### src/rtl/keycap_pkg.sv
package keycap_pkg;
  // strobes issued by the control to the datapath
  typedef struct packed {
    logic latchCode;
  } keycap_ctl_t;
endpackage

### src/rtl/keycap_datapath.sv
module keycap_datapath
  import keycap_pkg::*;
#(
  parameter int GROUPS        = 4,
  parameter int LINES         = 16,
  parameter int STABLE_CYCLES = 4
) (
  input  logic                                        clk,
  input  logic                                        rstN,
  input  logic [GROUPS*LINES-1:0]                     keyLines,
  input  keycap_ctl_t                                 ctl,
  output logic                                        anyKey,
  output logic [$clog2(GROUPS)+$clog2(LINES):0]       keyCode
);
  localparam int KEYS   = GROUPS * LINES;
  localparam int GSEL_W = $clog2(GROUPS);
  localparam int LINE_W = $clog2(LINES);
  localparam int CODE_W = GSEL_W + 1 + LINE_W;
  localparam int CNT_W  = $clog2(STABLE_CYCLES + 1);
  localparam logic [CNT_W-1:0] CNT_TOP = CNT_W'(STABLE_CYCLES - 1);

  logic [KEYS-1:0]   sampleQ;
  logic [KEYS-1:0]   stableQ;
  logic [CNT_W-1:0]  holdCnt;

  // stable-count filter shared by all lines
  always_ff @(posedge clk or negedge rstN) begin
    if (!rstN) begin
      sampleQ <= '0;
      stableQ <= '0;
      holdCnt <= '0;
    end else begin
      sampleQ <= keyLines;
      if (keyLines != sampleQ) begin
        holdCnt <= '0;
      end else if (holdCnt != CNT_TOP) begin
        holdCnt <= holdCnt + 1'b1;
      end else begin
        stableQ <= sampleQ;
      end
    end
  end

  // per-group activity
  logic [GROUPS-1:0] groupHit;
  for (genvar g = 0; g < GROUPS; g++) begin : g_group
    assign groupHit[g] = |stableQ[g*LINES +: LINES];
  end

  // group encoder: lowest active group wins, top bit marks activity
  logic [GSEL_W-1:0] grpSel;
  always_comb begin
    grpSel = '0;
    for (int g = GROUPS - 1; g >= 0; g--) begin
      if (groupHit[g]) grpSel = GSEL_W'(g);
    end
  end

  // line encoder inside the selected group: lowest active line wins
  logic [LINES-1:0]  groupLines;
  logic [LINE_W-1:0] lineSel;
  assign groupLines = stableQ[grpSel*LINES +: LINES];
  always_comb begin
    lineSel = '0;
    for (int i = LINES - 1; i >= 0; i--) begin
      if (groupLines[i]) lineSel = LINE_W'(i);
    end
  end

  assign anyKey = |groupHit;

  logic [CODE_W-1:0] codeQ;
  always_ff @(posedge clk or negedge rstN) begin
    if (!rstN) begin
      codeQ <= '0;
    end else if (ctl.latchCode) begin
      codeQ <= {anyKey, grpSel, lineSel};
    end
  end

  assign keyCode = codeQ;
endmodule

### src/rtl/keycap_control.sv
module keycap_control
  import keycap_pkg::*;
(
  input  logic        clk,
  input  logic        rstN,
  input  logic        anyKey,
  input  logic        dataRd,
  input  logic        statRd,
  output keycap_ctl_t ctl,
  output logic        valid,
  output logic        overrun
);
  logic anyPrev;
  logic capture;

  assign capture       = anyKey & ~anyPrev;
  assign ctl.latchCode = capture;

  always_ff @(posedge clk or negedge rstN) begin
    if (!rstN) begin
      anyPrev <= 1'b0;
      valid   <= 1'b0;
      overrun <= 1'b0;
    end else begin
      anyPrev <= anyKey;
      if (capture) begin
        valid <= 1'b1;
      end else if (dataRd) begin
        valid <= 1'b0;
      end
      if (capture && valid && !dataRd) begin
        overrun <= 1'b1;
      end else if (statRd) begin
        overrun <= 1'b0;
      end
    end
  end
endmodule

### src/rtl/keycap_top.sv
module keycap_top
  import keycap_pkg::*;
#(
  parameter int                GROUPS        = 4,
  parameter int                LINES         = 16,
  parameter int                STABLE_CYCLES = 4,
  parameter int                ADDR_W        = 8,
  parameter logic [ADDR_W-1:0] BASE_ADDR     = 8'h40
) (
  input  logic                     clk,
  input  logic                     rstN,
  input  logic [GROUPS*LINES-1:0]  keyLines,
  input  logic                     rdEn,
  input  logic [ADDR_W-1:0]        rdAddr,
  output logic [31:0]              rdData
);
  localparam int CODE_W = $clog2(GROUPS) + 1 + $clog2(LINES);
  localparam logic [ADDR_W-1:0] STAT_ADDR = BASE_ADDR + ADDR_W'(4);

  keycap_ctl_t       ctlStrobes;
  logic              anyKey;
  logic [CODE_W-1:0] keyCode;
  logic              valid;
  logic              overrun;
  logic              dataRd;
  logic              statRd;
  logic              captureStb;

  assign dataRd     = rdEn && (rdAddr == BASE_ADDR);
  assign statRd     = rdEn && (rdAddr == STAT_ADDR);
  assign captureStb = ctlStrobes.latchCode;

  keycap_datapath #(
    .GROUPS(GROUPS), .LINES(LINES), .STABLE_CYCLES(STABLE_CYCLES)
  ) i_datapath (
    .clk(clk), .rstN(rstN), .keyLines(keyLines), .ctl(ctlStrobes),
    .anyKey(anyKey), .keyCode(keyCode)
  );

  keycap_control i_control (
    .clk(clk), .rstN(rstN), .anyKey(anyKey), .dataRd(dataRd),
    .statRd(statRd), .ctl(ctlStrobes), .valid(valid), .overrun(overrun)
  );

  always_comb begin
    rdData = '0;
    if (dataRd) begin
      rdData[CODE_W-1:0] = keyCode;
    end else if (statRd) begin
      rdData[1:0] = {overrun, valid};
    end
  end
endmodule

### config.mk
export PLATFORM = sky130hd
export DESIGN_NAME = keycap_top
export DESIGN_NICKNAME = d
export VERILOG_FILES = /design/src/rtl/keycap_pkg.sv /design/src/rtl/keycap_datapath.sv /design/src/rtl/keycap_control.sv /design/src/rtl/keycap_top.sv
export SDC_FILE = /design/constraint.sdc
export NUM_CORES = 1
export LEC_CHECK = 0
export ABC_AREA = 1
export BUFFER_PORTS_ARGS = -buffer_cell sky130_fd_sc_hd__buf_2
export CAP_MARGIN = 20
export CORE_ASPECT_RATIO = 0.75
export CORE_MARGIN = 3
export CORE_UTILIZATION = 50
export DETAILED_ROUTE_END_ITERATION = 10
export HOLD_SLACK_MARGIN = 0.05
export MAX_ROUTING_LAYER = met4
export PLACE_DENSITY = 0.72
export SLEW_MARGIN = 0
export SYNTH_ARGS = -nofsm -noshare
export SYNTH_HDL_FRONTEND = slang
export SYNTH_SLANG_ARGS = --single-unit
### constraint.sdc
create_clock -name clk -period 5.2 [get_ports clk]
set_input_delay 0.26 -clock clk [delete_from_list [all_inputs] [get_ports clk]]
set_output_delay 0.26 -clock clk [all_outputs]
set_load 0.01 [all_outputs]
==> After elaboration in Yosys (flattened, before gate mapping) <==
Index checks and enable logic that the tools add are counted.
{ "op_classes": {"n_bitwise": 4, "n_eq_ne": 4, "n_reduce_logical": 14, "n_mux": 29, "n_addsub": 1, "shift": 1} }
{ "ops": {"columns": ["cell", "count"], "rows": [
  ["4-bit 2-to-1 mux", 16],
  ["64-bit inequality test", 1],
  ["16-bit OR reduction", 4],
  ["64-bit OR reduction", 1],
  ["64-bit by 7-bit indexed part select with 16-bit output", 1],
  ["8-bit by 7-bit == test with 1-bit output, second input constant", 2],
  ["2-bit 2-to-1 mux", 6],
  ["3-bit 2-to-1 mux", 2],
  ["2-bit nonzero test", 3],
  ["5-bit 2-to-1 mux", 1],
  ["1-bit logical AND", 4],
  ["1-bit 2-to-1 mux", 4],
  ["3-bit by 1-bit adder with 3-bit output, second input constant", 1],
  ["3-bit by 2-bit inequality test with 1-bit output, second input constant", 1],
  ["1-bit NOT", 3],
  ["2-bit AND reduction", 1],
  ["1-bit bitwise AND", 1],
  ["1-bit zero test", 1]
]} }
{ "totals": {"inputBits": 75, "wordCells": 60, "out_inout_bits": 32, "register_bits": 141} }

==> Depth between registers and ports, before layout <==
Gate-level depths: netlist (run 1).
{ "logic_depth": {"word_depth": 22, "depth_mapped": 28, "ltp_nobuf": 27} }

==> By module <==
A second synthesis (run 1) with hierarchy kept.
{ "hier_totals": {"hier_cells": 708, "hier_area_um2": 6565.0} }
{ "by_module_without_submodules": {"columns": ["module", "area_each_um2", "n_inst", "cells_each", "seq_area_each_um2"], "rows": [
  ["keycap_datapath", 6062.1, 1, 635, 3453.3],
  ["keycap_top", 382.9, 1, 59, 0.0],
  ["keycap_control", 120.1, 1, 14, 75.1]
]} }

==> Worst setup path after synthesis (run 1) <==
No wires, ideal clock.
{ "synth_path": {"path_type": "register to register", "startpoint": "register i_datapath.sampleQ[9]", "endpoint": "register i_datapath.stableQ[26]", "arrival_time_ps": 2112, "synth_period_minus_slack_ps": 2237, "path_buffers": 2, "required_time_ps": 5075, "setup_ps": 125, "path_slack_ps": 2963, "stages_incl_launch_ff": 9, "path_cell_list": "dfrtp_1 xor2_1 nor4_1 nand4_1 or4_1 buf_2 nor2_8 buf_6 mux2_2"} }
{ "synth_between": {"elab_chain_cells": 3} }
{ "synth_lines": {"columns": ["item", "line", "rtl"], "rows": [
  ["start: declaration", "keycap_datapath.sv:22", "logic [KEYS-1:0] sampleQ;"],
  ["start signal: assignment", "keycap_datapath.sv:33", "sampleQ <= keyLines;"],
  ["64-bit inequality test", "keycap_datapath.sv:34", "if (keyLines != sampleQ) begin"],
  ["1-bit NOT (no line)", null, null],
  ["2-bit AND reduction (no line)", null, null],
  ["end signal: assignment", "keycap_datapath.sv:39", "stableQ <= sampleQ;"],
  ["end: declaration", "keycap_datapath.sv:23", "logic [KEYS-1:0] stableQ;"]
]} }
Every way passes these cells.
A chain may end at the register's enable or synchronous reset.

==> Worst setup path in the final report (run 1) <==
{ "layout_path": {"startpoint": "input port keyLines[26]", "endpoint": "register i_datapath.stableQ[37]"} }
{ "layout_between": {"elab_chain_cells": 3} }
{ "layout_lines": {"columns": ["item", "line", "rtl"], "rows": [
  ["start: declaration", "keycap_top.sv:12", "input logic [GROUPS*LINES-1:0] keyLines,"],
  ["64-bit inequality test", "keycap_datapath.sv:34", null],
  ["1-bit NOT (no line)", null, null],
  ["2-bit AND reduction (no line)", null, null]
]} }
Every way passes these cells.

==> metrics.md, run 1 <==
| Metric | Value |
|---|---|
| Initial antenna violation count | 0 |
| Max-slew headroom | between 30% and 40% |
| Lkg Pwr | about 4 nW |
| Sequential power share | between 40% and 50% |
| Yosys warnings | 0 |
| Placed Area | 6847 um2 |
| Clk pwr share | around 50% |
| Initial DRC count | approximately 320 |
| Met1 usage | between 20% and 30% |
| Wire length per cell | ~14 um |
| Fin crit share | approximately three quarters |
| Largest net degree at the start of global routing | 90 |
| Core Region | 12480 um2 |
| Setup_tns | 0 ns |
| CTS Buf Count | 17 |
| Status | finished clean |
| Net Sw Frac | roughly 22% |
| First drt pass iteration count | 5 |
| Crit end category | flip-flop |
| Critical Path Sink | i_datapath.stableQ[37] |
| Antenna Cells | 0 |
| Setup Skew | roughly 0.0065 ns |
| Met3 usage | under 10% |
| Worst path cell trace | dlygate4sd3_1 -> buf_2 -> xor2_1 -> nor4_1 -> nand4_1 -> or4_1 -> nor2_8 -> buf_4 -> nand2_1 -> o21ai_1 |
| Io pins | approximately 110 |
| Layout Area Growth over Synthesis | 25.59% |
| Die width | 137.5 um |
| Final GP Congestion | between 0.8 and 0.9 |
| Synth area leader | dfrtp_1 |
| Max Fclk | ~0.26 GHz |
| Grt ovf | 0 |
| Detailed placement HPWL | 10020 um |
| ANT nets after route | 0 |
| Filler cell count | just over 1k |
| Final Critical Period | 3.799 ns |
| Via count | between 5k and 6k |
| Crit path from | keyLines[26] |
| Final nets | just over 900 |
| Combinational cell fraction of total power | between 5 and 6% |
| Worst Min Path Start | rdAddr[2] |
| Worst path max stage delay | 0.86 ns |
| Power Internal | slightly above 2 mW |
| Unrepaired setup endpoints after global routing | false |
| Distinct cells, synth | 34 |
| Gate Count Post-Synth | about 700 |
| Max Cap Viol | 0 |
| Hold Path Class | input pin to flip-flop |
| Crit path kind | input pin to flip-flop |
| Routed WL | ~14000 um |
| FF-to-FF End | i_datapath.stableQ[37] |
| R2r startpoint | i_datapath.sampleQ[26] |
| Worst-margin pin slew | 1.050 ns |
| DRC viols | 0 |
| Fraction of layout cells with a size suffix above 1 | about 15% |
| Root Buffer | clkbuf_16 |
| Number of global-route vias before repair | between 5k and 6k |
| Gr busiest metal | met2 |
| Crit path max fanout | slightly below 90 |
| Slowest CP cell | nor2_8 |
| First-pass GRT wire length | 24000 um |
| Latest clock arrival within the worst-skew pair | approximately 0.42 ns |
| GRT Util Overall | 21.79% |
| Via-to-Cell Ratio | between 4 and 5 |
| Design area | between 8000 and 9000 um2 |
| Final slew viol count | 0 |
| Reg2Reg Depth | 8 |
| Cell Area, Synth | between 6000 and 7000 um2 |
| Synth Register Bits | about 140 |
| Num rows | 35 |
| # setup viols final | 0 |
| Sequential fraction of the synthesis area | a little over half |
| Max rail drop VDD | 0.2102 mV |
| NetSw | between 0.5 and 0.6 mW |
| CP required | 5.54 ns |
| CTS tree | done |
| # H-tree levels | 4 |
| Reg2reg setup slack | 1.49 ns |
| Die area | roughly 14000 um2 |
| Sink Count | around 140 |
| Clock slew at reported path FFs | about 0.060 ns |
| Hold Vio Cnt, Final | 0 |
| Initial core utilization | 51.95% |
| Type of origin of the critical path | input pin |
| Maximum clock path buffer count | 2 |
| Die Span Y | 104.6 um |
| Power, Total | 2.612 mW |
| Post-synthesis average cell area | just over 9 um2 |
| PortBufs | 81 |
| Top-area cell type share of the netlist area | between 50% and 60% |
| CP arrival | around 4.1 ns |
| PD cells | about 320 nW/um2 |
| Synth area leaders | dfrtp_1 54%, xor2_1 8.8%, nand2_1 8.6%, inv_1 5.0%, o21ai_1 3.9% |
| Met2 Use GR | roughly a third |
-- synth_stat cells (all sizes together) --
library cell and number:
a32o 1, xor2 65, ha 2, buf 43, nand2 151, conb 1
mux2 6, nor2 51, nor4 19, dfrtp 141, clkbuf 1, o21ai 80
o32ai 1, nand4 9, or4 1, inv 88, a21oi 6, nor2b 1
o31ai 1, nand3 20, a211oi 1, nor3 6, o22ai 1
-- cells in the final DEF, fill, tap and decap left out, drive strengths merged, types with 2 or more instances in the layout --
master       count
bufinv           4
nor3             6
nand2          151
ha               2
o21ai           80
mux2             6
clkinvlp         3
clkbuf          18
dfrtp          141
inv             93
a21oi            6
xor2            65
nand3           20
nand4            9
buf             83
nor2            51
dlygate4sd3     65
clkinv           2
conb            25
nor4            19
-- power groups by stage --
stage | Clock, mW | Sequential (mW) | Combinational (mW)
after floorplan | 0 | 1.16 | 0.0584
final | 1.32 | 1.14 | 0.149
after CTS | 1.34 | 1.14 | 0.151
after global placement | 0 | 1.16 | 0.109
after global routing | 1.38 | 1.15 | 0.169
after detailed placement | 0 | 1.16 | 0.113
-- area by class of cell --
type	instances	area [um2]	share of cell area, %
clock buffers	18	439.2	5.393
clock inverters	14	206.4	2.535
inverters	88	330.3	4.057
multi-input cells	447	2354	28.90
flip-flops and latches	141	3528	43.33
well taps	166	207.7	2.551
repair buffers	148	1077	13.23
-- flip-flops by register name, summed over array words and instances (netlist names) --
register            count
i_control.anyPrev       1
i_datapath.sampleQ     64
i_datapath.keyCode      7
i_control.overrun       1
i_datapath.holdCnt      3
i_control.valid         1
i_datapath.stableQ     64
-- what timing repair did --
item / in CTS / in global routing
resized for setup: 0 / 0
hold endpoints to repair: 128 / 0
hold buffers: 65 / 0
buffers inserted: 0 / 0
-- stage by stage --
step	hold slack, ns	setup slack, ns	cells	util (%)
2_1_floorplan	-0.03559	2.963	720	-
3_3_place_gp	0.2693	1.612	925	54.86
3_5_place_dp	0.2734	1.499	925	54.86
4_1_cts	0.1925	1.412	1022	65.24
5_1_grt	0.2144	1.115	1022	65.24
6_report	0.1992	1.401	1022	65.24
-- layer usage --
layer,vias up,share of wire [%]
li1,2455,-
met1,2403,45
met2,139,48
met3,27,5.2
met4,0,1.7
met5,-,0
-- kinds of logic (layout without fill, tap and decap cells) --
logic type | after synthesis | count (layout) | synth area share (%)
AO/OA/AOI/OAI | 91 | 91 | 7.391
multiplexers | 6 | 6 | 1.042
flip-flops | 141 | 141 | 54.42
buffers and inverters | 132 | 268 | 10.67
AND/OR/NAND/NOR | 258 | 258 | 17.25
other | 1 | 25 | 0.05784
XOR/XNOR | 65 | 65 | 8.780
adder cells (fa/ha/maj) | 2 | 2 | 0.3859
-- worst max-delay path: cells and delay by family --
kind | cells | cell delay [ns]
compound gates | 1 | 0.10
buf+inv | 3 | 1.13
simple gates | 5 | 2.48
xor+xnor | 1 | 0.14
-- how the worst min path moves through the flow --
stage	endpoint	cells past startpoint
6_report	i_control.valid	3
5_1_grt	i_control.valid	3
4_1_cts	i_control.valid	3
3_5_place_dp	i_datapath.stableQ[50]	1
3_3_place_gp	i_datapath.stableQ[50]	1
2_1_floorplan	i_control.anyPrev	0
(Power assumes the default switching activity.)
==> inputs of run 2 (changes only) <==
- clock period: 5.2 -> 3.6 ns (I/O delays scaled with it)
==> metrics.md, run 2 (synthesis gave the netlist of run 1 again) <==
| Metric | Value |
|---|---|
| WHS | 0.1123 ns (-0.08697 ns) |
| Max-slew headroom | 46.16% (+16 points) |
| Wire length per cell | 14.21 um (+1.7%) |
| Via-to-Cell Ratio | 4.944 (+0.58%) |
| Worst path cell trace | xor2_1 -> nor4_1 -> nand4_1 -> or4_1 -> nor2_8 -> buf_12 -> nand2_1 -> o21ai_1 |
| Fin crit share | between 80% and 90% |
| CP arrival | 3.31 ns (-0.83 ns) |
| Net Sw Frac | 22.79% (+0.38 points) |
| Commonest non-fill, non-tap cells in the layout | 149 x nand2_1, 141 x dfrtp_1, 87 x inv_1, 80 x buf_2 |
| Status | finished clean |
| Maximum clock path buffer count | 2 (unchanged) |
| Hold Vio Cnt, Final | 0 (unchanged) |
| Io pins | 107 (unchanged) |
| Lkg Pwr | 4.006 nW (-0.12%) |
| Layout Area Growth over Synthesis | 25.51% (about the same) |
| Power, Total | 3.614 mW (+38%) |
| Antenna Cells | 0 (unchanged) |
| Crit path max fanout | 50 (-44%) |
| Sink Count | 141 (unchanged) |
| Num rows | 35 (unchanged) |
| Initial core utilization | 51.95% (unchanged) |
| PortBufs | 81 (unchanged) |
| Initial DRC count | 376 (+19%) |
| Worst-margin pin slew | 0.8076 ns (-0.2422 ns) |
| CTS Buf Count | 17 (unchanged) |
| Post-CTS sizing | 0 (unchanged) |
| Number of global-route vias before repair | 5163 (-0.27%) |
| First drt pass iteration count | 5 (unchanged) |
| Pre-CTS WS | 0.6738 ns (-0.8254 ns) |
| Bufs and invs on worst path | 1 (-2) |
| Slowest CP cell | or4_1 |
| # H-tree levels | 4 (unchanged) |
| Commonest non-fill, non-tap cell in the layout | nand2_1 |
| Worst path max stage delay | 0.74 ns (-0.12 ns) |
| Hold Path Class | input pin to flip-flop |
| Clock slew at reported path FFs | 0.06 ns (about the same) |
| First-pass GRT wire length | 24320 um (+1.3%) |
| DRC viols | 0 (unchanged) |
| Fraction of layout cells with a size suffix above 1 | 15.60% (+0.30 points) |
| Combinational cell fraction of total power | 6.1% (+0.4 points) |
| Sequential power share | 45.8% (+2.0 points) |
| Crit path kind | flip-flop to flip-flop |
| Grt ovf | 0 (unchanged) |
| Max rail drop VDD | 0.3419 mV (+63%) |
| Setup_tns | 0 ns (unchanged) |
| Final Critical Period | 2.961 ns |
| Setup Skew | 0.01339 ns (+0.006937 ns) |
| Type of origin of the critical path | flip-flop |
| Max Fclk | roughly 0.34 GHz |
| Crit end category | flip-flop |
| ANT nets after route | 0 (unchanged) |
| Root Buffer | clkbuf_16 |
| PD cells | 444.1 nW/um2 (+38%) |
| Via count | 5068 (+0.88%) |
| Die Span Y | 104.6 um (unchanged) |
| Latest clock arrival within the worst-skew pair | 0.43 ns (about the same) |
| CP required | 3.95 ns (-1.59 ns) |
| Final GP Congestion | 0.9332 (+5.3%) |
| Initial antenna violation count | 0 (unchanged) |
| Die width | 137.5 um (unchanged) |
| Core Region | 12480 um2 (unchanged) |
| Largest net degree at the start of global routing | 91 (+1.1%) |
| Unrepaired setup endpoints after global routing | false |
| Setup WS post-layout | 0.6386 ns (-0.7622 ns) |
| Detailed placement HPWL | 10350 um (+3.3%) |
| Clk pwr share | 48.2% (-2.3 points) |
| Die area | 14380 um2 (unchanged) |
| CP delay by family, top | simple AND/OR/NAND/NOR gates |
| CTS tree | done |
| Power Internal | 2.790 mW (+38%) |
| Max Cap Viol | 0 (unchanged) |
| Reg2reg setup slack | 0.64 ns (-0.85 ns) |
| NetSw | 0.8236 mW (+41%) |
| # setup viols final | 0 (unchanged) |
| Final slew viol count | 0 (unchanged) |
| GRT Util Overall | 22.20% (+0.41 points) |
| Final nets | 923 (+0.33%) |
| Routed WL | 14560 um (+2.0%) |
==> run 2: cell type report <==
type / count / area, um2
fillers: 1009 / 4343
flip-flops and latches: 141 / 3528
multi-input cells: 447 / 2354
repair buffers: 151 / 1125
clock buffers: 19 / 452.9
inverters: 88 / 330.3
well taps: 166 / 207.7
clock inverters: 13 / 140.1
==> run 2: power groups by stage <==
stage	logic [mW]	clock network (mW)	registers [mW]
2_1_floorplan	0.0844	0	1.67
3_3_place_gp	0.159	0	1.68
3_5_place_dp	0.165	0	1.68
4_1_cts	0.220	1.76	1.65
5_1_grt	0.247	1.83	1.66
6_report	0.219	1.74	1.65
==> run 2: metal layers <==
| metal | track usage, % | routed length (um) |
|---|---|---|
| met4 | 7.123 | 211 |
| met2 | 35.03 | 7061 |
| met1 | 28.61 | 6503 |
| met5 | - | 0 |
| met3 | 5.005 | 788 |
==> run 2: final timing paths <==
path	startpoint	end	cells after the start
worst min-delay path	rdAddr[2]	i_control.valid	3
worst min register to register	i_datapath.keyCode[6]	i_datapath.keyCode[6]	2
min in group asynchronous	rstN	i_datapath.sampleQ[53]	2
worst max-delay path	i_datapath.sampleQ[54]	i_datapath.stableQ[49]	8
worst max register to register	i_datapath.sampleQ[54]	i_datapath.stableQ[49]	8
max in group asynchronous	rstN	i_datapath.sampleQ[31]	3
==> run 2: per-stage QoR <==
step	cells	util [%]	area, um2
after global placement	928	55.24	6894
after CTS	1025	65.20	8138
final	1025	65.20	8138
after floorplan	720	-	6574
after global routing	1025	65.20	8138
after detailed placement	928	55.24	6894
==> run 2: what timing repair did <==
action	CTS	global route
endpoints found under the hold margin	152	0
hold buffers	65	0
buffers inserted	0	0
==> run 2: worst min-delay path, cell delays in order <==
cell and delay (ns):
buf_2 0.10, nor3_1 0.07, o21ai_0 0.14
==> inputs of run 3 (changes only) <==
- PLACE_DENSITY: 0.72 -> 0.75
- clock period: 3.6 -> 2.6 ns (I/O delays scaled with it)
==> metrics.md, run 3 (synthesis gave the netlist of run 1 again) <==
| Metric | Value |
|---|---|
| Root Buffer | clkbuf_16 |
| CTS Buf Count | 17 (unchanged) |
| Wire length per cell | 14.07 um (-0.94%) |
| Worst path cell trace | inv_2 -> nand2_2 -> nor2_2 -> nand2_1 -> nor2_2 -> nand2_1 -> nand2_2 -> nand2_4 -> buf_6 -> nand2_1 -> o21ai_0 -> a21oi_1 -> nand2_1 -> inv_2 -> o21ai_0 -> nand2_1 -> nand3_1 -> nand3_1 -> nand3_1 -> nand3_1 -> o21ai_1 |
| Latest clock arrival within the worst-skew pair | 0.42 ns (about the same) |
| Fraction of layout cells with a size suffix above 1 | 23.21% (+7.6 points) |
| CP delay by family, top | simple AND/OR/NAND/NOR gates |
| Placed Area | 7114 um2 (+3.2%) |
| Slowest CP cell | dfrtp_1 |
| Initial core utilization | 51.95% (unchanged) |
| CP arrival | 2.77 ns (-0.54 ns) |
| First-pass GRT wire length | 24400 um (+0.34%) |
| CTS tree | done |
| Grt ovf | 0 (unchanged) |
| Final Critical Period | 2.472 ns (-0.4895 ns) |
| Largest net degree at the start of global routing | 69 (-24%) |
| Filler cell count | 927 (-8.1%) |
| Initial antenna violation count | 0 (unchanged) |
| ANT nets after route | 0 (unchanged) |
| Max Fclk | 0.4046 GHz (+20%) |
| CP required | 2.89 ns (-1.06 ns) |
| Crit path kind | flip-flop to flip-flop |
| First drt pass iteration count | 5 (unchanged) |
| Crit end category | flip-flop |
| Type of origin of the critical path | flip-flop |
| GRT Util Overall | 22.16% (-0.036 points) |
| Final GP Congestion | 0.8873 (-4.9%) |
| Bufs and invs on worst path | 3 (+2) |
| Layout Area Growth over Synthesis | 32.30% |
| # H-tree levels | 4 (unchanged) |
| Unrepaired setup endpoints after global routing | true |
| Crit path max fanout | 8 (-84%) |
| Number of global-route vias before repair | 5203 (+0.77%) |
| Core Region | 12480 um2 (unchanged) |
| Fin crit share | 95.07% (+13 points) |
| DRC viols | 0 (unchanged) |
| Sink Count | 141 (unchanged) |
| Via-to-Cell Ratio | 4.894 (-1.0%) |
| Design area | 8578 um2 (+5.4%) |
| Max Cap Viol | 0 (unchanged) |
| Routed WL | 14890 um (+2.2%) |
| Maximum clock path buffer count | 2 (unchanged) |
| Hold Path Class | input pin to flip-flop |
| Pre-CTS WS | 0.05543 ns (-0.6183 ns) |
| Commonest non-fill, non-tap cell in the layout | nand2_1 |
| Lkg Pwr | 4.178 nW (+4.3%) |
| Detailed placement HPWL | 10240 um (-1.0%) |
| Finished Layout Cells | 1058 (+3.2%) |
| Final slew viol count | 0 (unchanged) |
| Cell Count Post-Placement | 954 (+2.8%) |
| # setup viols final | 0 (unchanged) |
| Setup Skew | 0.009610 ns (-0.003779 ns) |
| Via count | 5178 (+2.2%) |
| WHS | 0.08118 ns (-0.03107 ns) |
| Io pins | 107 (unchanged) |
| Status | finished clean |
| Max rail drop VDD | 0.5788 mV (+69%) |
| Die width | 137.5 um (unchanged) |
| Num rows | 35 (unchanged) |
| CP dominant cell by count | nand2_1 |
| Antenna Cells | 0 (unchanged) |
| Commonest non-fill, non-tap cells in the layout | 143 x nand2_1, 141 x dfrtp_1, 80 x buf_2, 73 x inv_1 |
| Die Span Y | 104.6 um (unchanged) |
| PD cells | 601.5 nW/um2 (+35%) |
| PortBufs | 81 (unchanged) |
| Initial DRC count | 292 (-22%) |
| Setup WS post-layout | 0.1282 ns (-0.5105 ns) |
| Die area | 14380 um2 (unchanged) |
| Worst path max stage delay | 0.40 ns (-0.34 ns) |
| Final nets | 957 (+3.7%) |
| Clock slew at reported path FFs | 0.05 ns (about the same) |
| Hold Vio Cnt, Final | 0 (unchanged) |
[run 3: cell types whose count changed in the layout (fill, tap and decap cells not counted), sizes merged]
cell      delta
clkinv       -2
buf         +34
inv          -1
clkinvlp     -1
clkbuf       +1
bufinv       +2
[run 3: per-layer routing]
metal	part of all wire (%)	GRT usage, %	up-vias
li1	-	-	2521
met1	46	29.99	2450
met2	46	33.60	168
met3	5.3	3.609	39
met4	2.6	8.761	0
met5	0	-	-
[run 3: layout make-up]
cell class	instances	area [um2]	area share [%]
clock inverters	11	166.4	1.940
well taps	166	207.7	2.421
inverters	88	332.8	3.880
repair buffers	185	1413	16.47
clock buffers	20	456.7	5.324
multi-input cells	447	2474	28.84
flip-flops and latches	141	3528	41.13
[run 3: timing repair]
action	in CTS	in global routing
hold buffers	65	0
buffers inserted	0	9
gates resized for setup	0	47
hold endpoints to repair	113	0
setup endpoints to repair	0	69
[run 3: worst min-delay path, delay by kind of cell]
kind,cells,cell delay [ns]
and+or+nand+nor,1,0.07
AOI/OAI and AO/OA,1,0.15
buffers and inverters,1,0.10
[run 3: final timing paths]
check	startpoint	to	slack, ns	cells after the start
max	i_datapath.stableQ[42]	i_datapath.keyCode[1]	0.13	21
min	rdAddr[2]	i_control.valid	0.08	3
max reg2reg	i_datapath.stableQ[42]	i_datapath.keyCode[1]	0.13	21
min reg2reg	i_datapath.keyCode[6]	i_datapath.keyCode[6]	0.48	2
max in group asynchronous	rstN	i_datapath.stableQ[28]	1.66	3
min in group asynchronous	rstN	i_datapath.sampleQ[49]	0.23	2
[run 3: power breakdown]
part	total, mW	internal, mW	switching (mW)
sequential	2.29	2.25	0.0399
clock	2.55	1.65	0.901
combinational	0.323	0.164	0.159
total	5.16	4.06	1.10
[run 3: per-stage QoR]
| stage | utilization (%) | power [mW] | setup TNS, ns |
|---|---|---|---|
| after floorplan | - | 2.435 | 0 |
| final | 68.73 | 5.160 | 0 |
| after global routing | 68.73 | 5.330 | -0.3556 |
| after global placement | 57.00 | 2.565 | 0 |
| after detailed placement | 57.00 | 2.570 | 0 |
| after CTS | 67.21 | 5.181 | 0 |
